--- src/rtl/fext_pkg.sv ---
package fext_pkg;
  typedef enum logic [1:0] {
    ACC_NONE     = 2'b00,
    ACC_FETCH    = 2'b01,
    ACC_DIRECT   = 2'b10,
    ACC_INDIRECT = 2'b11
  } acc_e;
endpackage

--- src/rtl/fext_field_regs.sv ---
module fext_field_regs #(
  parameter int FW = 3
) (
  input  logic          clk,
  input  logic          rst,
  input  logic          ld_ibuf,
  input  logic          ld_dfld,
  input  logic          commit,
  input  logic [FW-1:0] val,
  output logic [FW-1:0] ifld,
  output logic [FW-1:0] dfld,
  output logic [FW-1:0] ibuf
);
  always_ff @(posedge clk) begin
    if (rst) begin
      ifld <= '0;
      dfld <= '0;
      ibuf <= '0;
    end else begin
      if (commit)  ifld <= ibuf;
      if (ld_ibuf) ibuf <= val;
      if (ld_dfld) dfld <= val;
    end
  end

  AST_IF_WAITS_FOR_JUMP: assert property (@(posedge clk) disable iff (rst)
    !commit |=> $stable(ifld));
  AST_JUMP_COMMITS_BUF: assert property (@(posedge clk) disable iff (rst)
    commit |=> ifld == $past(ibuf));
  AST_DF_IMMEDIATE: assert property (@(posedge clk) disable iff (rst)
    ld_dfld |=> dfld == $past(val));
  AST_DF_HOLDS: assert property (@(posedge clk) disable iff (rst)
    !ld_dfld |=> $stable(dfld));
endmodule

--- src/rtl/fext_addr_map.sv ---
module fext_addr_map
  import fext_pkg::*;
#(
  parameter int AW = 12,
  parameter int FW = 3,
  localparam int PW = AW + FW
) (
  input  logic          clk,
  input  logic          rst,
  input  acc_e          kind,
  input  logic [AW-1:0] addr,
  input  logic [FW-1:0] ifld,
  input  logic [FW-1:0] dfld,
  output logic [PW-1:0] phys,
  output logic          valid
);
  logic [FW-1:0] sel_fld;

  always_comb begin
    sel_fld = (kind == ACC_INDIRECT) ? dfld : ifld;
  end

  always_ff @(posedge clk) begin
    if (rst) begin
      phys  <= '0;
      valid <= 1'b0;
    end else begin
      valid <= (kind != ACC_NONE);
      if (kind != ACC_NONE) phys <= {sel_fld, addr};
    end
  end

  AST_LOW_BITS_PASS: assert property (@(posedge clk) disable iff (rst)
    (kind != ACC_NONE) |=> phys[AW-1:0] == $past(addr));
  AST_INDIRECT_DFLD: assert property (@(posedge clk) disable iff (rst)
    (kind == ACC_INDIRECT) |=> phys[PW-1:AW] == $past(dfld));
  AST_DIRECT_IFLD: assert property (@(posedge clk) disable iff (rst)
    (kind == ACC_FETCH || kind == ACC_DIRECT) |=> phys[PW-1:AW] == $past(ifld));
  AST_IDLE_HOLDS: assert property (@(posedge clk) disable iff (rst)
    (kind == ACC_NONE) |=> !valid && $stable(phys));
endmodule

--- src/rtl/fext_readback.sv ---
module fext_readback #(
  parameter int AW = 12,
  parameter int FW = 3,
  localparam int PAD = AW - 2 * FW
) (
  input  logic          clk,
  input  logic          rst,
  input  logic          rd,
  input  logic [FW-1:0] ifld,
  input  logic [FW-1:0] dfld,
  output logic [AW-1:0] data,
  output logic          valid
);
  always_ff @(posedge clk) begin
    if (rst) begin
      data  <= '0;
      valid <= 1'b0;
    end else begin
      valid <= rd;
      if (rd) data <= {{PAD{1'b0}}, ifld, dfld};
    end
  end

  AST_RB_PULSE: assert property (@(posedge clk) disable iff (rst)
    rd |=> valid && data[FW-1:0] == $past(dfld));
  AST_RB_QUIET: assert property (@(posedge clk) disable iff (rst)
    !rd |=> !valid);
endmodule

--- src/rtl/fext_ctrl.sv ---
module fext_ctrl
  import fext_pkg::*;
#(
  parameter int AW = 12,
  parameter int FW = 3,
  localparam int PW = AW + FW
) (
  input  logic          clk,
  input  logic          rst,
  input  logic [1:0]    acc_type,
  input  logic [AW-1:0] cpu_addr,
  input  logic          set_ifld,
  input  logic          set_dfld,
  input  logic          rd_flds,
  input  logic          jump_exec,
  input  logic [FW-1:0] fld_val,
  output logic [PW-1:0] phys_addr,
  output logic          phys_valid,
  output logic [AW-1:0] rb_data,
  output logic          rb_valid
);
  logic [FW-1:0] ifld, dfld, ibuf;
  acc_e          kind;

  assign kind = acc_e'(acc_type);

  fext_field_regs #(.FW(FW)) u_regs (
    .clk(clk), .rst(rst),
    .ld_ibuf(set_ifld), .ld_dfld(set_dfld), .commit(jump_exec),
    .val(fld_val),
    .ifld(ifld), .dfld(dfld), .ibuf(ibuf)
  );

  fext_addr_map #(.AW(AW), .FW(FW)) u_map (
    .clk(clk), .rst(rst),
    .kind(kind), .addr(cpu_addr),
    .ifld(ifld), .dfld(dfld),
    .phys(phys_addr), .valid(phys_valid)
  );

  fext_readback #(.AW(AW), .FW(FW)) u_rb (
    .clk(clk), .rst(rst),
    .rd(rd_flds), .ifld(ifld), .dfld(dfld),
    .data(rb_data), .valid(rb_valid)
  );

  AST_RESET_CLEARS: assert property (@(posedge clk)
    rst |=> !phys_valid && !rb_valid && ifld == '0 && dfld == '0 && ibuf == '0);
  AST_SAME_CYCLE_OLD: assert property (@(posedge clk) disable iff (rst)
    (jump_exec && set_ifld) |=> ifld == $past(ibuf));
endmodule

--- config.mk ---
export PLATFORM = sky130hd
export DESIGN_NAME = fext_ctrl
export DESIGN_NICKNAME = d
export VERILOG_FILES = /design/src/rtl/fext_pkg.sv /design/src/rtl/fext_field_regs.sv /design/src/rtl/fext_addr_map.sv /design/src/rtl/fext_readback.sv /design/src/rtl/fext_ctrl.sv
export SDC_FILE = /design/constraint.sdc
export NUM_CORES = 1
export LEC_CHECK = 0
export CORE_MARGIN = 2
export CORE_UTILIZATION = 40
export CTS_CLUSTER_SIZE = 10
export DETAILED_ROUTE_END_ITERATION = 7
export GPL_TIMING_DRIVEN = 0
export PLACE_DENSITY = 0.78
export RECOVER_POWER = 100
export SLEW_MARGIN = 15
export SYNTH_ARGS = -nofsm -noshare
export SYNTH_HDL_FRONTEND = slang
export SYNTH_SLANG_ARGS = --single-unit
--- constraint.sdc ---
create_clock -name clk -period 1.16 [get_ports clk]
set_input_delay 0.232 -clock clk [delete_from_list [all_inputs] [get_ports clk]]
set_output_delay 0.232 -clock clk [all_outputs]
set_load 0.02 [all_outputs]
# Word level (Yosys, flattened, before mapping)

Cells that the tools add are included.

Word-level logic and storage cells: 10
Output and inout bits: 29
Flip-flop bits (word level): 32

Multiplexer cells: 1
Reductions and logical operators: 1
Equal/unequal tests: 1

Operators with widths:

| kind                                        | number |
|---|---|
| 3-bit two-way mux                           | 1 |
| 2-bit equality test (second input constant) | 1 |
| 2-bit nonzero test                          | 1 |

# Depth between registers and ports, before layout

Gate-level depths: netlist (run 1).

Depth after elaboration: 2
Gate-level depth with buffers: 4
Gate-level depth less buffers: 3

# Modules after synthesis

Synthesis (run 1) repeated with hierarchy kept, for this count alone.

Cells, all modules: 127
Area total of the unflattened synthesis: 1,273.7 sq um

Modules (own cells, without submodules):

| module          | cells each | times used | area an instance (sq um) | sequential area each (sq um) |
|---|---|---|---|---|
| fext_addr_map   | 71         | 1          | 675.6                    | 320.3 |
| fext_field_regs | 28         | 1          | 309.0                    | 180.2 |
| fext_readback   | 28         | 1          | 289.0                    | 140.1 |

# Worst setup path after synthesis (run 1)

No wires, ideal clock.

Path type: input to register
From: input port acc_type[1]
To: register u_map.phys[2]
Data required time: 1,028 ps
Arrival: 799 ps
Stages: 4
Slack: 229 ps
Path through: or2_2 -> buf_4 -> nand2_1 -> a21oi_1

Cells in the longest elaborated chain, start to end: 1

Ends and longest elaborated chain:

| item                 | RTL line            | RTL |
|---|---|---|
| from (decl)          | fext_ctrl.sv:10     | `input logic [1:0] acc_type,` |
| 2-bit nonzero test   | fext_addr_map.sv:29 | `if (kind != ACC_NONE) phys <= {sel_fld, addr};` |
| to (signal assigned) | fext_addr_map.sv:29 |  |
| to (decl)            | fext_addr_map.sv:14 | `output logic [PW-1:0] phys,` |

No other way between the ends.
A chain may end at the register's enable or synchronous reset.

# Worst setup path in the final report (run 1)

From: register u_map.valid
To: output port phys_valid

RTL lines:

| item                   | RTL line            | RTL |
|---|---|---|
| from (decl)            | fext_addr_map.sv:15 | `output logic valid` |
| from (signal assigned) | fext_addr_map.sv:28 | `valid <= (kind != ACC_NONE);` |
| to (decl)              | fext_ctrl.sv:18     | `output logic phys_valid,` |

No word-level cell between the ends.

==> qor.csv, run 1 <==
stage,metric,value,unit
run_status,status,finished clean,
routing,wl,2.673,mm
sta,rsz0062_at_grt,false,
routing,wl_met1,1.134,mm
routing,route.vias.total,1027,
final_layout,final_common_cell,dfxtp_1,
synth,synth_cell_type_count,15,
floorplanning,row_count,19,
sta,max_freq,0.8967,GHz
pwr,p_total,0.002150,W
critical_path,crit_required,930,ps
placement,port_buffers,44,
routing,viasPerCell,4.755,
placement,dp_hpwl,2.006,mm
sta,finalCritPeriodShare,0.9614,
routing,drt_pre_antenna_iters,4,
critical_path,cp-start-kind,flop,
hold_path,min_path_type,input pin to flop,
final_layout,drive_gt1_frac,0.2162,
final_layout,final_cell_mix,"dfxtp_1, nand2_1, clkbuf_2",
pwr,vdd_drop_max,1.068,mV
cts,clk_pin_slew_worst_paths,80,ps
synth,seq_area_frac_synth,0.5499,
placement,place_congestion,0.7827,
synth,ys_seq_elements,32,
routing,wl_met3,252,um
floorplanning,core-area,2758,sq um
routing,drtAntennaViolNets,0,
critical_path,max_stage_delay,320,ps
global_route,grt_pass1_wl,4.243,mm
sta,min_period,1115,ps
synth,syn_inst,128,
floorplanning,initial_core_util,0.4224,
critical_path,cp.arrival,880,ps
pwr,p_leak,0.7491,nW
routing,top_layer,met4,
cts,clock_path_buffers,2,
floorplanning,die_w,57.97,um
cts,h-tree-depth,2,
sta,drv_slew,0,
critical_path,crit_fanout,1,
synth,ys.warnings.count,0,
global_route,gr-usage-all-layers,0.1726,
cts,insertion_delay,320,ps
critical_path,cp_cell_sequence,clkdlybuf4s15_2,
sta,hold_slack,273.1,ps
sta,finalHoldViolCount,0,
floorplanning,ios,52,
cts,cts-root-buf,clkbuf_4,
global_route,antenna_found_initial,0,
global_route,grt_overflow_total,0,
routing,drt_iter0_drc,33,
final_layout,num_antenna_cells,0,
critical_path,cp.buffers_inverters,1,
routing,drc_errors,0,
critical_path,crit_type,flop to primary output,
sta,setup_viol,0,
critical_path,cp-end-kind,primary output,
sta,fin_setup_tns,0,ps
final_layout,nets,207,
floorplanning,dieHeight,57.97,um
routing,met2_length,1.246,mm
sta,finClkSkew,7.287,ps
synth,syn_avg_cell_area,9.101,sq um
critical_path,slowest_stage,dfxtp_1,
cts,clock-sinks,32,
cts,cts_made_buffers,5,
cts,holdBufCountCts,0,
routing,wire_per_inst,12.38,um
final_layout,syn2layout_area_growth,38.24,%
global_route,grt_max_degree,11,
critical_path,crit_family,flip-flops,
job,cap_violations,0,
global_route,grt_pass1_vias,954,
cts,cts_tree,yes,
floorplanning,die-area,3360,sq um
synth,synth_area,1165,sq um
pwr,powerDensity,1335,nW/um^2
-- stage by stage --
stage,instance area [sq um],setup slack (ps),instances,utilization
CTS,1629,0.5128,216,0.5907
detailed placement,1663,-434.4,208,0.6030
finish,1610,44.82,216,0.5839
global route,1610,1.623,216,0.5839
global placement,1663,-381.5,208,0.6030
floorplan,1184,228.7,133,-
-- state kept, by name, summed over array words and instances (netlist names) --
signal and count:
u_regs.ifld 3, u_regs.ibuf 3, u_rb.data 6, u_map.phys 15, u_regs.dfld 3, u_rb.valid 1, u_map.valid 1
-- layer usage --
metal  GRT usage  vias to the layer above
met1      0.1885                      453
li1            -                      521
met4     0.06977                        0
met3     0.06696                        5
met2      0.2987                       48
met5           0                        -
-- cell type report --
cell class / count / area, sq um
plain buffers: 12 / 76.32
well taps: 31 / 38.79
clock buffers: 8 / 58.81
multi-input cells: 89 / 466.7
flip-flops and latches: 32 / 640.6
fillers: 257 / 1147
repair buffers: 44 / 329.1
-- synthesized netlist by cell type, drive strengths merged --
master / instances / share of area
mux2i: 15 / 0.13
conb: 1 / 0.0032
nor2: 17 / 0.057
or2: 1 / 0.0054
xor2: 1 / 0.0075
nor2b: 1 / 0.0054
buf: 9 / 0.056
nand3: 3 / 0.013
a31oi: 3 / 0.016
a21oi: 12 / 0.052
dfxtp: 32 / 0.55
nand2: 30 / 0.097
clkbuf: 3 / 0.0097
-- where the power goes --
part           switching, W  leakage, nW  internal, W
Sequential        0.0000310        0.263      0.00115
Combinational      0.000177        0.453     0.000153
Clock              0.000338       0.0326     0.000299
Total              0.000546        0.749      0.00160
-- worst paths after layout --
check	from	end	slack, ps	cells after the start
min reg2reg	u_map.phys[10]	u_map.phys[10]	460	2
max	u_map.valid	phys_valid	40	1
min	rd_flds	u_rb.valid	270	2
max reg2reg	u_regs.dfld[1]	u_map.phys[13]	440	2
-- repair_timing --
item / 4_1_cts / 5_1_grt
cloned: 0 / 0
pin swaps: 0 / 0
setup buffers: 0 / 0
setup endpoints to repair: 33 / 3
endpoints found under the hold margin: 0 / 0
resized for setup: 90 / 3
-- logic make-up after synthesis --
| group | Yosys count | share of synthesized area |
|---|---|---|
| other | 1 | 0.003219 |
| DFF | 32 | 0.5499 |
| AOI/OAI and AO/OA | 15 | 0.06767 |
| muxes | 15 | 0.1289 |
| buffers and inverters | 12 | 0.06552 |
| xor gates and xnor gates | 1 | 0.007520 |
| and+or+nand+nor | 52 | 0.1772 |
Note: power is estimated with default switching activity, not from simulation.
==> run 2, diff against run 1 <==
--- a/config.mk
+++ b/config.mk
@@ -10,9 +10,9 @@
 export CTS_CLUSTER_SIZE = 10
 export DETAILED_ROUTE_END_ITERATION = 7
 export GPL_TIMING_DRIVEN = 0
+export HOLD_SLACK_MARGIN = 0.06
 export PLACE_DENSITY = 0.78
 export RECOVER_POWER = 100
-export SLEW_MARGIN = 15
 export SYNTH_ARGS = -nofsm -noshare
 export SYNTH_HDL_FRONTEND = slang
 export SYNTH_SLANG_ARGS = --single-unit
==> constraint.sdc (replaced) <==
create_clock -name clk -period 1.16 [get_ports clk]
set_input_delay 0.174 -clock clk [delete_from_list [all_inputs] [get_ports clk]]
set_output_delay 0.174 -clock clk [all_outputs]
set_load 0.02 [all_outputs]
==> qor.csv, run 2 (synthesis gave the netlist of run 1 again) <==
stage,metric,value,unit
critical_path,cp-start-kind,flop,
cts,holdBufCountCts,0,
floorplanning,row_count,19,
cts,clock-sinks,32,
floorplanning,dieHeight,57.97,um
global_route,grt_pass1_vias,982,
floorplanning,core-area,2758,sq um
critical_path,crit_fanout,2,
pwr,p_int,0.001603,W
pwr,clock_power_share,0.298,
global_route,antenna_found_initial,0,
critical_path,max_stage_delay,360,ps
final_layout,nets,207,
sta,drv_slew,0,
critical_path,crit_type,flop to primary output,
critical_path,cp.arrival,950,ps
placement,dp_hpwl,2.006,mm
sta,min_period,1122,ps
global_route,grt_overflow_total,0,
sta,max_freq,0.8909,GHz
pwr,comb_power_share,0.153,
routing,route.vias.total,1023,
sta,finClkSkew,9.653,ps
cts,cts_setup_buffers,0,
sta,finalCritPeriodShare,0.9676,
cts,insertion_delay,320,ps
sta,rsz0062_at_grt,false,
routing,wl,2.660,mm
cts,cts_made_buffers,5,
cts,cts-root-buf,clkbuf_4,
cts,h-tree-depth,2,
critical_path,crit_required,990,ps
final_layout,largest_reg_flops,15,
final_layout,largest_register,u_map.phys,
sta,hold_slack,217.6,ps
critical_path,cp-end-kind,primary output,
routing,wire_per_inst,12.31,um
final_layout,drive_gt1_frac,0.1405,
routing,drtAntennaViolNets,0,
global_route,gr-usage-all-layers,0.1730,
cts,cts_tree,yes,
pwr,vdd_drop_max,1.062,mV
placement,place_congestion,0.7827,
routing,drc_errors,0,
pwr,sequentialPowerShare,0.549,
pwr,p_switching,0.0005491,W
routing,drt_iter0_drc,26,
cts,clock_path_buffers,2,
run_status,status,finished clean,
pwr,switching_share,0.2551,
routing,viasPerCell,4.736,
sta,finalHoldViolCount,0,
hold_path,min_path_type,input pin to flop,
floorplanning,initial_core_util,0.4224,
floorplanning,die_w,57.97,um
final_layout,final_common_cell,dfxtp_1,
critical_path,cp.buffers_inverters,1,
floorplanning,die-area,3360,sq um
critical_path,cp_cell_sequence,clkdlybuf4s15_2,
sta,setup_viol,0,
critical_path,crit_family,flip-flops,
final_layout,largest_registers,"u_map.phys: 15 flops, u_rb.data: 6 flops",
global_route,grt_pass1_wl,4.271,mm
pwr,p_leak,0.7034,nW
final_layout,syn2layout_area_growth,39.42,%
floorplanning,ios,52,
global_route,grt_max_degree,11,
job,cap_violations,0,
routing,drt_pre_antenna_iters,4,
pwr,powerDensity,1325,nW/um^2
sta,fin_setup_tns,0,ps
cts,clk_pin_slew_worst_paths,90,ps
placement,port_buffers,44,
final_layout,final_cell_mix,"dfxtp_1, nand2_1, clkbuf_1, clkdlybuf4s50_1, nor2_1",
final_layout,num_antenna_cells,0,
critical_path,slowest_stage,dfxtp_1,
run 2: cell types whose count changed in the layout (fill, tap and decap cells not counted), sizes merged:
cell	previous run	this run
clkdlybuf4s50	19	18
clkbuf	33	28
clkdlybuf4s15	1	6
dlygate4sd3	0	1
run 2: routing by layer:
metal / part of all wire / vias up / GRT usage / routed length (um)
li1: - / 521 / - / -
met1: 0.42 / 451 / 0.1872 / 1126
met2: 0.46 / 46 / 0.3003 / 1235
met3: 0.097 / 5 / 0.06920 / 259
met4: 0.015 / 0 / 0.06977 / 39
met5: 0 / - / 0 / 0
run 2: layout make-up:
type / instances / area [sq um]
tap: 31 / 38.79
multi-input combinational: 89 / 466.7
sequential: 32 / 640.6
timing repair buffer: 44 / 342.8
fill: 256 / 1134
buffer: 12 / 76.32
clock buffer: 8 / 58.81
run 2: power groups by stage:
stage | clock (W) | sequential [W] | combinational [W]
final | 0.000641 | 0.00118 | 0.000329
after floorplan | 0 | 0.00125 | 0.000136
after CTS | 0.000660 | 0.00118 | 0.000350
after global placement | 0 | 0.00121 | 0.000357
after global routing | 0.000707 | 0.00119 | 0.000356
after detailed placement | 0 | 0.00121 | 0.000366
run 2: stage by stage:
step | power (W) | utilization | setup slack, ps | cells | cell area (sq um)
floorplan | 0.001386 | - | 286.7 | 133 | 1184
global placement | 0.001563 | 0.6030 | -323.5 | 208 | 1663
detailed placement | 0.001574 | 0.6030 | -376.4 | 208 | 1663
CTS | 0.002193 | 0.6270 | 0.03386 | 216 | 1729
global route | 0.002254 | 0.5889 | 4.177 | 216 | 1624
finish | 0.002152 | 0.5889 | 37.54 | 216 | 1624
run 2: what timing repair did:
| item | in CTS | in global routing |
|---|---|---|
| setup endpoints to repair | 30 | 18 |
| resized for setup | 56 | 19 |
| gates cloned | 0 | 0 |
run 2: final timing paths:
kind                                      from        endpoint  slack (ps)  cells after the start
worst max-delay path              u_rb.data[4]      rb_data[4]          40                      1
worst min-delay path                   rd_flds      u_rb.valid         220                      2
worst max register to register  u_regs.dfld[1]  u_map.phys[13]         440                      2
worst min register to register  u_map.phys[10]  u_map.phys[10]         460                      2
